### config.mk
export PLATFORM = sky130hd
export DESIGN_NAME = mq_write_selector
export DESIGN_NICKNAME = d
export VERILOG_FILES = /design/src/rtl/mq_wr_pkg.sv /design/src/rtl/mq_sel_pipe.sv /design/src/rtl/mq_occ_counter.sv /design/src/rtl/mq_write_selector.sv
export SDC_FILE = /design/constraint.sdc
export NUM_CORES = 1
export LEC_CHECK = 0
export CORE_ASPECT_RATIO = 0.9
export CORE_MARGIN = 2
export CORE_UTILIZATION = 40
export CTS_CLUSTER_SIZE = 16
export DETAILED_ROUTE_END_ITERATION = 12
export PLACE_DENSITY = 0.71
export RECOVER_POWER = 50
export SYNTH_ARGS = -nofsm -noshare
export SYNTH_HDL_FRONTEND = slang
export SYNTH_HIERARCHICAL = 1
export SYNTH_SLANG_ARGS = --single-unit
### constraint.sdc
create_clock -name clk -period 3.2 [get_ports clk]
set_input_delay 0.64 -clock clk [delete_from_list [all_inputs] [get_ports clk]]
set_output_delay 0.64 -clock clk [all_outputs]
set_load 0.03 [all_outputs]
### src/rtl/mq_wr_pkg.sv
// Shared definitions for the multi-queue write port.
// Assumes four queues per device and up to eight devices on one address bus.
package mq_wr_pkg;
    localparam int DEV_W   = 3;
    localparam int QADDR_W = 2;
    localparam int ADDR_W  = DEV_W + QADDR_W;
    localparam int NUM_Q   = 1 << QADDR_W;

    // Write address split: device select in the upper bits, queue in the lower bits.
    typedef struct packed {
        logic [DEV_W-1:0]   dev;
        logic [QADDR_W-1:0] q;
    } wr_addr_t;
endpackage

### src/rtl/mq_sel_pipe.sv
// Queue selection pipeline. It takes an address on addr_en, checks the device
// bits against dev_id and makes the choice active one edge later.
// Selections closer together than MIN_GAP edges are dropped and flagged.
// Assumes MIN_GAP >= 2, so that no selection can enter while one is in flight.
module mq_sel_pipe
    import mq_wr_pkg::*;
#(
    parameter int MIN_GAP = 3
) (
    input  logic               clk,
    input  logic               rst_n,
    input  logic               addr_en,
    input  logic [ADDR_W-1:0]  wr_addr,
    input  logic [DEV_W-1:0]   dev_id,
    output logic               act_on,
    output logic [QADDR_W-1:0] act_q,
    output logic               pend_valid,
    output logic               proto_err
);
    localparam int GW = $clog2(MIN_GAP + 1);
    localparam logic [GW-1:0] GAP_C = GW'(MIN_GAP);

    wr_addr_t           addr_s;
    logic [GW-1:0]      age;
    logic               accept;
    logic [QADDR_W-1:0] pend_q;
    logic               pend_match;

    // Decode the address and decide whether this selection may enter.
    always_comb begin
        addr_s = wr_addr_t'(wr_addr);
        accept = addr_en && (age >= GAP_C);
    end

    // Count edges since the last accepted selection, saturating at MIN_GAP.
    always_ff @(posedge clk) begin
        if (!rst_n)          age <= GAP_C;
        else if (accept)     age <= GW'(1);
        else if (age < GAP_C) age <= age + GW'(1);
    end

    // Stage one: hold the captured selection for one edge.
    always_ff @(posedge clk) begin
        if (!rst_n) begin
            pend_valid <= 1'b0;
            pend_q     <= '0;
            pend_match <= 1'b0;
        end else begin
            pend_valid <= accept;
            if (accept) begin
                pend_q     <= addr_s.q;
                pend_match <= (addr_s.dev == dev_id);
            end
        end
    end

    // Stage two: make the pending selection the active one.
    always_ff @(posedge clk) begin
        if (!rst_n) begin
            act_on <= 1'b0;
            act_q  <= '0;
        end else if (pend_valid) begin
            act_on <= pend_match;
            act_q  <= pend_q;
        end
    end

    // Sticky flag for an address that came too soon.
    always_ff @(posedge clk) begin
        if (!rst_n)                   proto_err <= 1'b0;
        else if (addr_en && !accept)  proto_err <= 1'b1;
    end
endmodule

### src/rtl/mq_occ_counter.sv
// Occupancy count for one queue. It rises on a write and falls on a decrement,
// saturates at CAP and at zero, and holds when both arrive on the same edge.
// Assumes the writer never raises inc while is_full is 1.
module mq_occ_counter #(
    parameter int CAP = 16,
    parameter int CW  = $clog2(CAP + 1)
) (
    input  logic          clk,
    input  logic          rst_n,
    input  logic          inc,
    input  logic          dec,
    output logic [CW-1:0] cnt,
    output logic          is_full
);
    localparam logic [CW-1:0] CAP_C = CW'(CAP);

    // Full when the count reaches capacity.
    always_comb is_full = (cnt == CAP_C);

    // Bounded up/down count.
    always_ff @(posedge clk) begin
        if (!rst_n)
            cnt <= '0;
        else if (inc && !dec && cnt < CAP_C)
            cnt <= cnt + CW'(1);
        else if (dec && !inc && cnt != '0)
            cnt <= cnt - CW'(1);
    end
endmodule

### src/rtl/mq_write_selector.sv
// Write-side selector for a four-queue shared buffer. It routes each write to
// the active queue, blocks writes into a full queue and drives that queue's
// full flag. Queue switches take effect through a two-edge pipeline.
// Assumes the storage array takes mem_we/mem_wq/mem_wdata on the next edge.
module mq_write_selector
    import mq_wr_pkg::*;
#(
    parameter int DATA_W  = 18,
    parameter int DEPTH   = 64,
    parameter int MIN_GAP = 3
) (
    input  logic               clk,
    input  logic               rst_n,
    input  logic [DATA_W-1:0]  wr_data,
    input  logic               wr_en_n,
    input  logic               addr_en,
    input  logic [ADDR_W-1:0]  wr_addr,
    input  logic [DEV_W-1:0]   dev_id,
    input  logic [NUM_Q-1:0]   rd_dec,
    output logic               mem_we,
    output logic [QADDR_W-1:0] mem_wq,
    output logic [DATA_W-1:0]  mem_wdata,
    output logic               full,
    output logic               proto_err
);
    localparam int CAP = DEPTH / NUM_Q;
    localparam int CW  = $clog2(CAP + 1);

    logic                        act_on;
    logic [QADDR_W-1:0]          act_q;
    logic                        pend_valid;
    logic [NUM_Q-1:0][CW-1:0]    occ;
    logic [NUM_Q-1:0]            q_full;

    mq_sel_pipe #(.MIN_GAP(MIN_GAP)) u_sel (
        .clk        (clk),
        .rst_n      (rst_n),
        .addr_en    (addr_en),
        .wr_addr    (wr_addr),
        .dev_id     (dev_id),
        .act_on     (act_on),
        .act_q      (act_q),
        .pend_valid (pend_valid),
        .proto_err  (proto_err)
    );

    // Gate the write by the active queue and its fullness.
    always_comb begin
        full      = act_on && q_full[act_q];
        mem_we    = act_on && !wr_en_n && !q_full[act_q];
        mem_wq    = act_q;
        mem_wdata = wr_data;
    end

    // One occupancy counter per queue.
    for (genvar i = 0; i < NUM_Q; i++) begin : g_q
        logic inc_i;
        always_comb inc_i = mem_we && (act_q == QADDR_W'(i));
        mq_occ_counter #(.CAP(CAP), .CW(CW)) u_cnt (
            .clk     (clk),
            .rst_n   (rst_n),
            .inc     (inc_i),
            .dec     (rd_dec[i]),
            .cnt     (occ[i]),
            .is_full (q_full[i])
        );
    end
endmodule

### Word-level counts from Yosys, hierarchy flattened

Cells that the tools add are included.

* bitwise logic cells: 1
* mux-type cells: 12
* add/subtract/negate cells: 9
* $mul: 0
* reductions and logical operators: 47
* divide/modulo/power cells: 0
* $lt $le $gt $ge: 7
* equal/unequal tests: 8
* shift operators: 0

Operators by type and width (count)
* 2-to-1 mux 5 bit: 8
* logical AND 1 bit: 25
* adder 5 x 1 -> 5 bit, second input constant: 4
* equality test 5 bit, second input constant: 4
* less-than comparator 5 bit, second input constant: 4
* nonzero test 5 bit: 4
* subtractor 5 x 1 -> 5 bit, second input constant: 4
* zero test 1 bit: 11
* nonzero test 2 bit: 5
* equality test 2 bit, second input constant: 2
* 2-to-1 mux 2 bit: 2
* equality test 3 bit: 1
* less-than comparator 2 x 3 -> 1 bit, second input constant: 1
* adder 2 x 1 -> 2 bit, second input constant: 1
* binary-select mux 1 bit (select 2 bit): 1
* equality test 2 x 1 -> 1 bit, second input constant: 1
* greater-or-equal comparator 2 bit, second input constant: 1
* zero test 2 bit: 1
* less-than comparator 2 bit, second input constant: 1
* OR reduction 2 bit: 1
* 2-to-1 mux 1 bit: 1
* inverter 1 bit: 1

* memories kept: 0
* bits of input ports: 34
* bits in registers: 30
* RAM bits: 0
* logic and storage cells: 96
* bits in read-only memories: 0
* latch bits: 0

### Longest topological paths before layout

Gate-level depths: netlist of run 1.

* depth in word-level cells: 11
* mapped depth: 9

### Cells and area by module

Netlist of run 1, hierarchy kept.

By module, submodules not included
* mq_occ_counter: cells an instance 37, area each 366.6 µm², instances 4
* mq_sel_pipe: cells an instance 40, area each 429.2 µm², instances 1
* mq_write_selector: cells an instance 27, area each 217.7 µm², instances 1

### Worst setup path after synthesis of run 1

OpenSTA, ideal clock, no wires.

* path kind: input to register
* start: input port wr_en_n
* end: register g_q[2].u_cnt.cnt[4]
* slack: 179 ps
* path buffers: 0
* stages on the path: 8
* data arrival time: 2946 ps
* required time: 3124 ps
* library setup time: 76 ps
* path through: or3b_1 -> nor3b_1 -> or3b_4 -> fa_1 -> nand3_1 -> nand2_1 -> o31a_1 -> a21boi_0

* longest elaborated chain between the ends: 8
* elaborated cells on any way between the ends: 11

RTL lines
* from (decl): line mq_write_selector.sv:15 `input logic wr_en_n,`
* zero test 1 bit *: line mq_write_selector.sv:50 `mem_we = act_on && !wr_en_n && !q_full[act_q];`
* logical AND 1 bit * (2 in series): line mq_write_selector.sv:50
* logical AND 1 bit *: line mq_write_selector.sv:58 `always_comb inc_i = mem_we && (act_q == QADDR_W'(i));`
* via g_q[2].inc_i: line mq_write_selector.sv:57 `logic inc_i;`
* zero test 1 bit: line mq_occ_counter.sv:26 `else if (dec && !inc && cnt != '0)`
* logical AND 1 bit (2 in series): line mq_occ_counter.sv:26
* nonzero test 2 bit (no line)
* to (signal assigned): line mq_occ_counter.sv:25 `cnt <= cnt + CW'(1);`
* to (signal assigned): line mq_occ_counter.sv:27 `cnt <= cnt - CW'(1);`
* to (decl): line mq_occ_counter.sv:12 `output logic [CW-1:0] cnt,`

Mark *: on every way through the listed nets, which the timed path passes. The rest lies on a longest branch.
A chain may end at the register's enable or synchronous reset.

### Worst setup path after layout of run 1

* start: register g_q[3].u_cnt.cnt[1]
* end: output port mem_we

* longest elaborated chain between the ends: 5

RTL lines
* from (decl): line mq_occ_counter.sv:12
* from (signal assigned): line mq_occ_counter.sv:25
* from (signal assigned): line mq_occ_counter.sv:27
* equality test 5 bit: line mq_occ_counter.sv:18 `always_comb is_full = (cnt == CAP_C);`
* via q_full[3]: line mq_write_selector.sv:33 `logic [NUM_Q-1:0] q_full;`
* binary-select mux 1 bit (select 2 bit): line mq_write_selector.sv:50
* 2-to-1 mux 1 bit (not written as such): line mq_write_selector.sv:50
* zero test 1 bit: line mq_write_selector.sv:50
* logical AND 1 bit: line mq_write_selector.sv:50
* to (decl): line mq_write_selector.sv:20 `output logic mem_we,`

The timed path passes the listed nets, and every way through them passes these cells. The select of a mux whose other input is x is not followed.

==> flow_summary.ini, run 1 <==
[floorplanning]
dieHeight_um = 73.0
die_x_um = 80.6
dieArea_mm2 = 0.00588
core_mm2 = 0.00516
initial_core_util_pct = 40.9
core.rowCount = 25
ioPinCount = 57

[finish]
final_cells = 305
syn2layout_area_growth_pct = 15.6
nFillCells = 512
fin_util_pct = 47.3
drive_above_1_share_pct = 15.5
num-nets-final = 290
antenna-diode-count = 0
postLayoutCellArea_mm2 = 0.00244

[timing]
tns_ns = 0
fmax_mhz = 333
tightest_slew_ns = 0.722
max_slew_margin_pct = 51.7
period_share_pct = 93.9
worst_slack_ns = 0.196
drv_slew = 0
finalHoldViolCount = 0
setup_viol = 0
rsz0062_at_grt = false
fin_crit_ns = 3.00
fin_worst_skew_ns = 0.00337

[logic_synthesis]
netlist_top_cells_area = dfxtp_1 28%, ha_1 8.3%, buf_4 6.4%
ys_warn_count = 6
synth_cells = 215
synth_area_mm2 = 0.00211
ys_seq_area_share_pct = 28.4
synth_cell_types = 35
synth_enable_flop_cells = 0
yosysTopAreaCell = dfxtp_1
ys.flop_type = dfxtp_1
async_flop_share_pct = 0
synth_seq_cells = 30
syn_area_per_cell_um2 = 9.83
synthesis.nets = 267
yosysTopAreaCellShare_pct = 28.4
yosys-top-cells-count = 30 x dfxtp_1, 21 x nand2_1, 18 x buf_4
yosysMostFrequentCell = dfxtp_1

[placed_design]
dpl_worst_slack_ns = -0.0507
dp_hpwl_um = 2820
post_dp_cell_area_mm2 = 0.00236
io_buffers = 20
dpl.cell_count = 298
place.gp.congestion = 0.789

[power]
clkPwrFrac_pct = 15.8
seqPwrFrac_pct = 33.7
vdd_ir_drop_max_v = 0.000320
switchingPower_mw = 0.688
powerDensity_mw_per_mm2 = 745
p_comb_share_pct = 50.5
p_int_mw = 1.13
sw_frac_of_total_pct = 37.8
p_leak_nw = 0.991

[cts]
path_clk_slew_ns = 0.06
root_buffer = clkbuf_8
cts_resized = 0
clk_latency_ns = 0.28
clock_sinks = 30
postCtsSetupRepairBufs = 0
ctsHoldBuffers = 0
cts_buffers = 5
clock_path_buffers = 2
cts_tree = built
cts_max_level = 2

[global_routing]
grt_use_met2_pct = 22.3
use_met3_pct = 4.83
grtUsageTotal_pct = 14.3
overflow = 0
grt_max_degree = 21
grt_pass1_wl_um = 6450
met1_usage_pct = 17.9
top_usage_layer = met2
antenna_found_initial = 0
grt_pass1_vias = 1502

[critical_path]
critPathKind = reg2out
critPathMaxStageDelay_ns = 0.68
required_ns = 2.56
cp-end-kind = primary output
cp_max_fo = 4
start_kind = flop
worst-path-buf-inv = 1
cp_data_arrival_time_ns = 2.36
path_cells = nor4_4 > and2_1 > mux4_2 > nor3b_2 > clkdlybuf4s50_1
crit_slowest_cell = clkdlybuf4s50_1
critPathTopFamily = buffers and inverters

[detailed_routing]
post_drt_wl_per_cell_um = 12.3
vias_per_cell = 5.06
wl_um = 3750
ant_nets = 0
firstDrtPassIters = 4
drc = 0
vias = 1542
drt_iter0_markers = 40

[run]
max_cap_violations = 0

[outcome]
outcome = completed

[min_path]
hold_path_class = reg2reg
## final timing paths
path                            slack (ns)             endpoint                 from  depth (start not counted)
worst max register to register        0.56  g_q[3].u_cnt/cnt[4]  g_q[3].u_cnt/cnt[1]                          9
worst min register to register        0.47     u_sel/pend_match     u_sel/pend_match                          2
worst max-delay path                  0.20               mem_we  g_q[3].u_cnt/cnt[1]                          5
worst min-delay path                  0.47     u_sel/pend_match     u_sel/pend_match                          2
## final cells by class
cell class / count / area, um2 / area share (%)
clock buffers: 5 / 68.8 / 2.82
repair buffers: 35 / 309 / 12.6
flip-flops and latches: 30 / 601 / 24.6
well taps: 67 / 83.8 / 3.43
clock inverters: 2 / 10.0 / 0.410
multi-input cells: 162 / 1360 / 55.5
inverters: 4 / 15.0 / 0.614
## state kept, by name, indices dropped and copies added (netlist names)
| name | cells |
|---|---|
| g_q.u_cnt/cnt | 20 |
| u_sel/act_on | 1 |
| u_sel/act_q | 2 |
| u_sel/age | 2 |
| u_sel/pend_match | 1 |
| u_sel/pend_q | 2 |
| u_sel/pend_valid | 1 |
| u_sel/proto_err | 1 |
## metrics by stage
step / power (mW) / hold slack [ns]
finish: 1.82 / 0.467
global route: 1.98 / 0.498
CTS: 1.83 / 0.471
detailed placement: 1.53 / 0.459
global placement: 1.51 / 0.447
floorplan: 1.32 / 0.434
## cell usage in the layout, fill, tap and decap left out, drive strengths merged, types with 2 or more instances in the layout
cell,netlist,routed
ha,14,14
nand3,8,8
mux2i,8,8
nor3,2,2
nand2,21,21
clkinv,0,2
clkdlybuf4s50,0,19
xnor2,7,7
nor3b,3,3
xor2,9,9
and2,9,9
fa,4,4
clkbuf,0,6
o211a,4,4
a21oi,8,8
nor4,4,4
dfxtp,30,30
buf,19,14
nand3b,5,5
inv,4,4
o22ai,4,4
or3b,5,5
or3,4,4
o31a,4,4
o311ai,4,4
o21ai,8,8
nor2b,12,12
a21boi,6,6
a21o,4,4
## tightest hold or removal path: cells and delay by family, from the launching register on
kind          cells  cell delay (ns)
simple gates      2             0.12
flops             1             0.31
## cell families after synthesis
| logic type | synth area share (%) |
|---|---|
| xor gates and xnor gates | 6.63 |
| DFF | 28.4 |
| buffers and inverters | 7.64 |
| and+or+nand+nor | 22.6 |
| adders and majority gates | 12.1 |
| AOI/OAI and AO/OA | 17.8 |
| muxes | 4.86 |
## metal layers
layer | wire length [um] | share of wire [%]
met2 | 1650 | 44
met5 | 0 | 0
met4 | 64 | 1.7
met3 | 167 | 4.4
met1 | 1870 | 50
## power groups by stage
stage | clock network [mW] | registers (mW) | logic [mW]
after CTS | 0.299 | 0.608 | 0.923
after detailed placement | 0 | 0.614 | 0.919
after floorplan | 0 | 0.596 | 0.723
after global routing | 0.316 | 0.630 | 1.03
final | 0.288 | 0.613 | 0.919
after global placement | 0 | 0.610 | 0.896
Note: power is estimated with default switching activity, not from simulation.
==> run 2, diff against run 1 <==
--- a/config.mk
+++ b/config.mk
@@ -10,6 +10,7 @@
 export CORE_UTILIZATION = 40
 export CTS_CLUSTER_SIZE = 16
 export DETAILED_ROUTE_END_ITERATION = 12
+export HOLD_SLACK_MARGIN = 0.1
 export PLACE_DENSITY = 0.71
 export RECOVER_POWER = 50
 export SYNTH_ARGS = -nofsm -noshare
==> results of run 2 <==
No change in the layout: final DEF, timing and power equal those of run 1.
